$ cat config.mk
export PLATFORM = sky130hd
export DESIGN_NAME = otp_burn_seq
export DESIGN_NICKNAME = d
export VERILOG_FILES = /design/src/rtl/otp_burn_pkg.sv /design/src/rtl/otp_span_check.sv /design/src/rtl/otp_phase_timer.sv /design/src/rtl/otp_bit_walker.sv /design/src/rtl/otp_burn_seq.sv
export SDC_FILE = /design/constraint.sdc
export NUM_CORES = 1
export LEC_CHECK = 0
export BUFFER_PORTS_ARGS = -buffer_cell sky130_fd_sc_hd__buf_2
export CAP_MARGIN = 20
export CORE_ASPECT_RATIO = 1.1
export CORE_MARGIN = 2
export CORE_UTILIZATION = 57
export DETAILED_ROUTE_END_ITERATION = 10
export MAX_ROUTING_LAYER = met4
export PLACE_DENSITY = 0.8
export SYNTH_ARGS = -nofsm -noshare
export SYNTH_HDL_FRONTEND = slang
export SYNTH_SLANG_ARGS = --single-unit
$ cat constraint.sdc
create_clock -name clk -period 3.03 [get_ports clk]
set_clock_uncertainty 0.05 [all_clocks]
set_input_delay 0.606 -clock clk [delete_from_list [all_inputs] [get_ports clk]]
set_output_delay 0.606 -clock clk [all_outputs]
set_load 0.005 [all_outputs]
$ cat src/rtl/otp_burn_pkg.sv
package otp_burn_pkg;

  typedef enum logic [3:0] {
    ST_IDLE,
    ST_INIT,
    ST_MSET,
    ST_PEN,
    ST_WORD,
    ST_SETUP,
    ST_PULSE,
    ST_GAP,
    ST_SH_CE,
    ST_SH_MODE,
    ST_SH_TRIM,
    ST_SH_DSTB
  } burn_state_e;

  localparam logic [1:0] MODE_OFF     = 2'd0;
  localparam logic [1:0] MODE_PROGRAM = 2'd2;

  // true when [first, first+n) lies inside an array of 'total' words
  function automatic logic span_fits(input logic [31:0] first,
                                     input logic [31:0] n,
                                     input logic [31:0] total);
    return (first < total) && ((first + n) <= total);
  endfunction

  // load value for a phase that must last 'cycles' clocks (cycles >= 1)
  function automatic int phase_load(input int cycles);
    return (cycles > 0) ? cycles - 1 : 0;
  endfunction

endpackage

$ cat src/rtl/otp_span_check.sv
module otp_span_check
  import otp_burn_pkg::*;
#(
  parameter int IDX_W       = 12,
  parameter int TOTAL_WORDS = 4096,
  parameter int CNT_W       = IDX_W + 1
) (
  input  logic [IDX_W-1:0] first_idx,
  input  logic [CNT_W-1:0] count,
  output logic             fits,
  output logic             empty
);

  assign fits  = span_fits(32'(first_idx), 32'(count), 32'(TOTAL_WORDS));
  assign empty = (count == '0);

endmodule

$ cat src/rtl/otp_phase_timer.sv
module otp_phase_timer #(
  parameter int TW = 8
) (
  input  logic          clk,
  input  logic          rst_n,
  input  logic          load,
  input  logic [TW-1:0] load_val,
  output logic          expired
);

  logic [TW-1:0] remain_q;

  always_ff @(posedge clk or negedge rst_n) begin
    if (!rst_n)               remain_q <= '0;
    else if (load)            remain_q <= load_val;
    else if (remain_q != '0)  remain_q <= remain_q - 1'b1;
  end

  assign expired = (remain_q == '0);

endmodule

$ cat src/rtl/otp_bit_walker.sv
module otp_bit_walker #(
  parameter int WORD_W = 32,
  parameter int BIT_W  = $clog2(WORD_W)
) (
  input  logic             clk,
  input  logic             rst_n,
  input  logic             clr,
  input  logic             step,
  output logic [BIT_W-1:0] bit_idx,
  output logic             pass,
  output logic             last_bit,
  output logic             last_pulse
);

  localparam logic [BIT_W-1:0] TOP_BIT = BIT_W'(WORD_W - 1);

  always_ff @(posedge clk or negedge rst_n) begin
    if (!rst_n) begin
      bit_idx <= '0;
      pass    <= 1'b0;
    end else if (clr) begin
      bit_idx <= '0;
      pass    <= 1'b0;
    end else if (step) begin
      if (last_bit) begin
        bit_idx <= '0;
        pass    <= ~pass;
      end else begin
        bit_idx <= bit_idx + 1'b1;
      end
    end
  end

  assign last_bit   = (bit_idx == TOP_BIT);
  assign last_pulse = last_bit & pass;

endmodule

$ cat src/rtl/otp_burn_seq.sv
module otp_burn_seq
  import otp_burn_pkg::*;
#(
  parameter int IDX_W          = 12,
  parameter int TOTAL_WORDS    = 4096,
  parameter int WORD_W         = 32,
  parameter int MODE_SETUP_CYC = 125,
  parameter int ADDR_SETUP_CYC = 125,
  parameter int PULSE_CYC      = 2500,
  parameter int GAP_CYC        = 625,
  localparam int CNT_W         = IDX_W + 1,
  localparam int BIT_W         = $clog2(WORD_W)
) (
  input  logic              clk,
  input  logic              rst_n,
  input  logic              start_i,
  input  logic [IDX_W-1:0]  start_idx,
  input  logic [CNT_W-1:0]  word_cnt,
  input  logic              data_valid,
  input  logic [WORD_W-1:0] data_word,
  output logic              data_ready,
  output logic              busy,
  output logic              done,
  output logic              err,
  output logic              fz_dstb,
  output logic              fz_trim,
  output logic              fz_ce,
  output logic              fz_prog,
  output logic [1:0]        fz_mode,
  output logic              fz_clk,
  output logic [IDX_W-1:0]  fz_addr,
  output logic              fz_red,
  output logic [BIT_W-1:0]  fz_bitsel,
  output logic              fz_din,
  output logic              fz_we
);

  localparam int MAX_A  = (MODE_SETUP_CYC > ADDR_SETUP_CYC) ? MODE_SETUP_CYC : ADDR_SETUP_CYC;
  localparam int MAX_B  = (PULSE_CYC > GAP_CYC) ? PULSE_CYC : GAP_CYC;
  localparam int MAX_D  = (MAX_A > MAX_B) ? MAX_A : MAX_B;
  localparam int TW     = (MAX_D > 1) ? $clog2(MAX_D + 1) : 1;
  localparam logic [TW-1:0] LD_MSET  = TW'(phase_load(MODE_SETUP_CYC));
  localparam logic [TW-1:0] LD_SETUP = TW'(phase_load(ADDR_SETUP_CYC));
  localparam logic [TW-1:0] LD_PULSE = TW'(phase_load(PULSE_CYC));
  localparam logic [TW-1:0] LD_GAP   = TW'(phase_load(GAP_CYC));

  burn_state_e state_q;

  logic              span_ok, span_empty;
  logic              tmr_load, tmr_done;
  logic [TW-1:0]     tmr_val;
  logic              walk_clr, walk_step;
  logic              last_pulse, last_bit;
  logic [BIT_W-1:0]  bit_idx;
  logic              pass_q;

  logic              busy_q, done_q, err_q;
  logic              dstb_q, trim_q, ce_q, prog_q, we_q;
  logic [1:0]        mode_q;
  logic [IDX_W-1:0]  addr_q, idx_q;
  logic [CNT_W-1:0]  left_q;
  logic [WORD_W-1:0] word_q;

  // named internal events, used by the bound checker
  logic              start_go;
  logic              word_take;
  logic              phase_end;

  otp_span_check #(
    .IDX_W       (IDX_W),
    .TOTAL_WORDS (TOTAL_WORDS),
    .CNT_W       (CNT_W)
  ) u_span (
    .first_idx (start_idx),
    .count     (word_cnt),
    .fits      (span_ok),
    .empty     (span_empty)
  );

  otp_phase_timer #(
    .TW (TW)
  ) u_timer (
    .clk      (clk),
    .rst_n    (rst_n),
    .load     (tmr_load),
    .load_val (tmr_val),
    .expired  (tmr_done)
  );

  otp_bit_walker #(
    .WORD_W (WORD_W),
    .BIT_W  (BIT_W)
  ) u_walk (
    .clk        (clk),
    .rst_n      (rst_n),
    .clr        (walk_clr),
    .step       (walk_step),
    .bit_idx    (bit_idx),
    .pass       (pass_q),
    .last_bit   (last_bit),
    .last_pulse (last_pulse)
  );

  assign start_go   = (state_q == ST_IDLE) && start_i && span_ok && !span_empty;
  assign data_ready = (state_q == ST_WORD);
  assign word_take  = data_ready && data_valid;
  assign phase_end  = tmr_done;
  assign walk_clr   = start_go;
  assign walk_step  = (state_q == ST_GAP) && phase_end;

  // phase timer loading: each timed state lasts exactly its cycle count
  always_comb begin
    tmr_load = 1'b0;
    tmr_val  = LD_SETUP;
    unique case (state_q)
      ST_INIT:  begin tmr_load = 1'b1;                      tmr_val = LD_MSET;  end
      ST_WORD:  begin tmr_load = word_take;                 tmr_val = LD_SETUP; end
      ST_SETUP: begin tmr_load = phase_end;                 tmr_val = LD_PULSE; end
      ST_PULSE: begin tmr_load = phase_end;                 tmr_val = LD_GAP;   end
      ST_GAP:   begin tmr_load = phase_end && !last_pulse;  tmr_val = LD_SETUP; end
      default:  begin tmr_load = 1'b0;                      tmr_val = LD_SETUP; end
    endcase
  end

  always_ff @(posedge clk or negedge rst_n) begin
    if (!rst_n) begin
      state_q <= ST_IDLE;
      busy_q  <= 1'b0;
      done_q  <= 1'b0;
      err_q   <= 1'b0;
      dstb_q  <= 1'b0;
      trim_q  <= 1'b0;
      ce_q    <= 1'b0;
      prog_q  <= 1'b0;
      we_q    <= 1'b0;
      mode_q  <= MODE_OFF;
      addr_q  <= '0;
      idx_q   <= '0;
      left_q  <= '0;
      word_q  <= '0;
    end else begin
      done_q <= 1'b0;
      err_q  <= 1'b0;
      unique case (state_q)
        ST_IDLE: begin
          if (start_i) begin
            if (!span_ok) begin
              err_q <= 1'b1;
            end else if (span_empty) begin
              done_q <= 1'b1;
            end else begin
              busy_q  <= 1'b1;
              dstb_q  <= 1'b1;
              trim_q  <= 1'b1;
              ce_q    <= 1'b0;
              prog_q  <= 1'b0;
              we_q    <= 1'b0;
              mode_q  <= MODE_OFF;
              addr_q  <= '0;
              word_q  <= '0;
              idx_q   <= start_idx;
              left_q  <= word_cnt;
              state_q <= ST_INIT;
            end
          end
        end
        ST_INIT: begin
          mode_q  <= MODE_PROGRAM;
          state_q <= ST_MSET;
        end
        ST_MSET: begin
          if (phase_end) begin
            ce_q    <= 1'b1;
            state_q <= ST_PEN;
          end
        end
        ST_PEN: begin
          prog_q  <= 1'b1;
          state_q <= ST_WORD;
        end
        ST_WORD: begin
          if (word_take) begin
            word_q  <= data_word;
            addr_q  <= idx_q;
            state_q <= ST_SETUP;
          end
        end
        ST_SETUP: begin
          if (phase_end) begin
            we_q    <= 1'b1;
            state_q <= ST_PULSE;
          end
        end
        ST_PULSE: begin
          if (phase_end) begin
            we_q    <= 1'b0;
            state_q <= ST_GAP;
          end
        end
        ST_GAP: begin
          if (phase_end) begin
            if (last_pulse) begin
              idx_q  <= idx_q + 1'b1;
              left_q <= left_q - 1'b1;
              if (left_q == CNT_W'(1)) begin
                prog_q  <= 1'b0;
                state_q <= ST_SH_CE;
              end else begin
                state_q <= ST_WORD;
              end
            end else begin
              state_q <= ST_SETUP;
            end
          end
        end
        ST_SH_CE: begin
          ce_q    <= 1'b0;
          state_q <= ST_SH_MODE;
        end
        ST_SH_MODE: begin
          mode_q  <= MODE_OFF;
          state_q <= ST_SH_TRIM;
        end
        ST_SH_TRIM: begin
          trim_q  <= 1'b0;
          state_q <= ST_SH_DSTB;
        end
        ST_SH_DSTB: begin
          dstb_q  <= 1'b0;
          done_q  <= 1'b1;
          busy_q  <= 1'b0;
          state_q <= ST_IDLE;
        end
        default: state_q <= ST_IDLE;
      endcase
    end
  end

  assign busy      = busy_q;
  assign done      = done_q;
  assign err       = err_q;
  assign fz_dstb   = dstb_q;
  assign fz_trim   = trim_q;
  assign fz_ce     = ce_q;
  assign fz_prog   = prog_q;
  assign fz_mode   = mode_q;
  assign fz_clk    = 1'b0;
  assign fz_addr   = addr_q;
  assign fz_red    = pass_q;
  assign fz_bitsel = bit_idx;
  assign fz_din    = word_q[bit_idx];
  assign fz_we     = we_q;

endmodule

---- Word level (Yosys, flattened, before mapping) ----
Index checks and enable logic that the tools add are counted.
word-level totals
  input port bits ......................... 61
  logic and storage cells ................. 154
  output and inout bits ................... 31
  register bits after elaboration ......... 100
cells by class
  $add $sub $neg .......................... 5
  reductions and logical operators ........ 34
  bitwise gates (word level) .............. 2
  equality and inequality tests ........... 23
  $lt $le $gt $ge ......................... 2
  muxes and demuxes ....................... 72
operator list
  operator               count
  $mux 12                11
  $mux 32                4
  $pmux 12 s2            3
  $mux 13                5
  $pmux 32 s2            1
  $pmux 4 s11            1
  $mux 4                 10
  $le 32x13->1 const B   1
  $pmux 13 s2            1
  $mux 1                 21
  $eq 4x3->1 const B     4
  $eq 4x4->1 const B     4
  $ne 2x2->1 const B     8
  $mux 5                 3
  $add 12x13->14         1
  $reduce_bool 2->1      7
  $eq 13x1->1 const B    1
  $logic_not 13->1       1
  $sub 13x1->13 const B  1
  $add 12x1->12 const B  1
  $logic_not 12->1       1
  $reduce_and 4->1       3
  $reduce_and 6->1       2
  $reduce_bool 12->1     1
  24 further kinds       42

---- Longest topological paths before layout ----
  word-level depth ........................ 6
  mapped depth ............................ 11
  depth with buffers taken out ............ 10

---- By module ----
From an unflattened synthesis, not the netlist that was laid out.
unflattened totals
  cell total of the unflattened synthesis .. 600
  area total of the unflattened synthesis .. 5,791.8 um^2
modules (own cells, without submodules)
  module           area each (um^2)  instances  sequential area each (um^2)  cells each
  otp_burn_seq     4,129.0           1          2,026.9                      417
  otp_phase_timer  730.7             1          300.3                        72
  otp_span_check   610.6             1          0.0                          81
  otp_bit_walker   321.6             1          150.1                        30

---- Worst setup path after synthesis ----
Ideal clock, no wire load.
  kind .................................... input -> register
  start ................................... in start_idx[0]
  end ..................................... reg mode_q[1], in the netlist fz_mode[1]
  stages .................................. 11
  path buffers ............................ 1
  required time ........................... 2,844 ps
  setup time .............................. 136 ps
  arrival time ............................ 3,283 ps
  path slack .............................. -439 ps
  cells stage by stage .................... ha_1 -> fa_1 -> xor2_1 -> or3_1 -> a2111oi_0 -> o2111a_1 -> a41oi_2 -> or2_1 -> nor3_4 -> buf_2 -> o32ai_1
between the ends
  longest elaborated chain between the ends .. 4
ends and longest elaborated chain
  item                        line                 RTL
  from (decl)                 otp_burn_seq.sv:17   input logic [IDX_W-1:0] start_idx,
  $add 12x13->14              otp_burn_pkg.sv:25   return (first < total) && ((first + n) <= total);
  $le 32x13->1                otp_burn_pkg.sv:25
  $ne 2x2->1 (no line)        --
  $reduce_and 4->1 (no line)  --
  to (signal assigned)        otp_burn_seq.sv:136  mode_q <= MODE_OFF;
  to (signal assigned)        otp_burn_seq.sv:158  mode_q <= MODE_OFF;
  to (signal assigned)        otp_burn_seq.sv:168  mode_q <= MODE_PROGRAM;
  to (decl)                   otp_burn_seq.sv:59   logic [1:0] mode_q;
Every way passes these cells.
A chain may end at the register's enable or synchronous reset.

---- Worst setup path after layout ----
  start ................................... in start_idx[0]
  end ..................................... reg word_q[27]
between the ends
  longest elaborated chain between the ends .. 4
ends and longest elaborated chain
  item                        line                 RTL
  $add 12x13->14              otp_burn_pkg.sv:25
  $le 32x13->1                otp_burn_pkg.sv:25
  $ne 2x2->1 (no line)        --
  $reduce_and 5->1 (no line)  --
  to (signal assigned)        otp_burn_seq.sv:183  word_q <= data_word;
  to (decl)                   otp_burn_seq.sv:62   logic [WORD_W-1:0] word_q;
Every way passes these cells.

==> metrics.md <==
| Metric | Value |
|---|---|
| Status | finished, violations left |
| CP Launch Type | input port |
| Largest net degree at the start of global routing | 60 |
| WL/cell | 18.28 um |
| Vias in the first global route | 5564 |
| Final setup vio count | 28 |
| Sequential share of the synthesized area | 42.23% |
| Worst flop-to-flop path startpoint | state_q[1] |
| Cells after synthesis | 682 |
| FFs w/ async S/R, synth | 100.0% |
| RSZ-0062 raised after global routing | true |
| CP arrival | 3.29 ns |
| Placed insts | 922 |
| Synth Flop Type | dfrtp_1 |
| YS warnings | 0 |
| Max-slew violations | 0 |
| Headroom to the max-slew limit | 62.11% |
| Final WS setup | -0.06266 ns |
| Ports | 92 |
| Core area | 9937 um^2 |
| Critical Path RT | 3.23 ns |
| Die H | 110.4 um |
| Antenna violations before repair | 0 |
| Filler cell count | 691 |
| Total leakage power | 3.319 nW |
| Via/cell ratio | 6.237 |
| Mapped Avg Cell Area | 8.602 um^2 |
| Slowest cell delay on critical path | 0.38 ns |
| Diodes inserted | 0 |
| Placer Congestion | 0.9152 |
| Peak supply drop | 0.0004282 V |
| CP max stage cell | fa_2 |
| Final min period | 3.093 ns |
| Synth Cell Area | 5867 um^2 |
| Drt drc | 0 |
| CTS root buf | clkbuf_8 |
| Final #Nets | 905 |
| Die Area | 11120 um^2 |
| CTS sink cnt | 99 |
| Detailed Route Iter0 Violations | 551 |
| P&R area growth vs syn | 28.00% |
| Tcrit/Tclk final | 102.1% |
| Failing checks | negative setup slack |
| R2R depth | 5 |
| Maximum capacitance violations | 0 |
| Via Count | 5913 |
| Non-Filler Instances | 948 |
| H-tree depth | 3 |
| Starting Density | 59.04% |
| Fmax | 0.3233 GHz |
| Worst-skew pair later-pin latency | 0.37 ns |
| Hold Violations, Final | 0 |
| Layout cell share with drive strength beyond 1 | 29.23% |
| Antenna viol nets, final | 0 |
| Final wirelength | 17330 um |
| Clock tree buffer depth | 2 |
| Port Buffer Count | 89 |
| Slew at the pin closest to its max-slew limit | 0.5684 ns |
| Worst-path clk slew | 0.10 ns |
| Most frequent cells in the layout | 131 x nand2_1, 97 x dfrtp_1, 86 x buf_2 |
| Total gr overflow | 0 |
| Hold slack | 0.1645 ns |
| Crit. End Element | flop |
| Internal reg-to-reg setup slack | 0.54 ns |
| Seq cells post-synth | 99 |
| Final HPWL DP | 11710 um |
| Hold crit path type | in2async |
| Setup CP Type | in2reg |
| CTS buffer count | 9 |
| R2R Path End | u_walk.bit_idx[3] |
| Synth cell types | 62 |
| 1st-pass router iterations | 6 |
| # rows | 38 |
| GRT Total Usage | 30.54% |
| Post-synth EDFFs | 0 |
| TritonCTS clock tree | done |
| First-pass GRT wire length | 26540 um |
| Pwr Density | 786.1 nW/um^2 |
| Crit-path cells | buf_8, ha_4, fa_2, xor2_1, or3_4, a2111oi_4, o2111a_1, a41oi_2, or2_1, nor3_4, buf_12, clkbuf_16, o21ai_1 |
| Most common cell after layout, fill and taps aside | nand2_1 |
| Sum Neg Setup Slack | -0.7439 ns |
| Die span in x | 100.7 um |
| Worst Path Max Fanout | 27 |
kinds of logic (layout without fill, tap and decap cells):
family,count (synthesis),in the layout,synth area share [%]
mux,15,15,4.713
buf+inv,57,202,4.052
simple gates,256,256,20.00
fa+ha+maj,20,20,4.393
compound gates,222,222,22.76
flops,99,99,42.23
other cells,1,2,0.06392
xor+xnor,12,12,1.791
final cells by class:
cell class                 count  area, um^2  share of cell area, %
multi-input combinational    527        3331                  44.35
sequential                    99        2480                  33.02
timing repair buffer         175        1296                  17.26
clock buffer                  11       151.4                  2.016
tap                          120       150.1                  1.999
clock inverter                 4       56.30                 0.7498
inverter                      12       45.04                 0.5998
critical path, delay by kind of cell:
kind | cells | cell delay, ns
fa+ha+maj | 2 | 0.53
compound gates | 4 | 0.63
buf+inv | 3 | 0.46
simple gates | 3 | 0.88
xor+xnor | 1 | 0.17
report_power, final:
group	leakage [nW]	switching, W	internal, W	total, W
Clock	0.106	0.000477	0.000430	0.000907
Combinational	2.01	0.00131	0.00119	0.00249
Sequential	1.21	0.000608	0.00189	0.00250
cells in the mapped netlist (all sizes together) (8+ instances only):
cell	n	area, um^2
nor3	14	81.33
or3	8	50.05
mux4	10	225.2
o22ai	12	75.07
dfrtp	99	2477
o21ai	71	355.3
a21oi	75	375.4
ha	19	237.7
buf	10	56.30
nand3	26	130.1
clkbuf	35	136.4
nand2	131	491.7
nor2	31	116.4
nor4	8	50.05
inv	12	45.04
nor2b	11	68.82
how the worst max path moves through the flow:
| stage | slack, ns | cells past startpoint | to | start |
|---|---|---|---|---|
| floorplan | -0.22 | 11 | fz_addr[4] | start_idx[0] |
| global placement | -0.33 | 12 | fz_trim | start_idx[0] |
| detailed placement | -0.43 | 12 | word_q[29] | start_idx[0] |
| CTS | -0.03 | 14 | left_q[3] | start_idx[0] |
| global route | -0.15 | 13 | word_q[27] | start_idx[0] |
| finish | -0.06 | 13 | word_q[27] | start_idx[0] |
sequential cells by signal, summed over array words and instances (netlist names):
name	cells
fz_mode	1
fz_we	1
state_q	4
fz_addr	12
fz_prog	1
left_q	13
fz_ce	1
fz_trim	1
word_q	32
u_timer.remain_q	12
done	1
idx_q	12
err	1
fz_dstb	1
u_walk.bit_idx	5
u_walk.pass	1
metal layers:
metal | track usage [%] | share of wire (%)
met3 | 4.494 | 6.6
met5 | - | 0
met4 | 7.123 | 1.9
met1 | 38.22 | 39
met2 | 52.09 | 53
stage by stage:
step	utilization, %	setup slack, ns	cell area [um^2]	power [W]
finish	75.57	-0.06266	7510	0.005904
detailed placement	69.81	-0.4254	6937	0.004778
global placement	69.81	-0.3255	6937	0.004626
global route	75.57	-0.1473	7510	0.006295
CTS	72.56	-0.03464	7211	0.005721
floorplan	-	-0.2194	5937	0.003889
what timing repair did:
action / 4_1_cts / 5_1_grt
buffers inserted: 1 / 6
gates resized for setup: 21 / 45
gates cloned: 1 / 3
pin swaps: 1 / 6
setup endpoints to repair: 17 / 81
hold buffers: 0 / 0
Power figures use the tool's default switching activity.
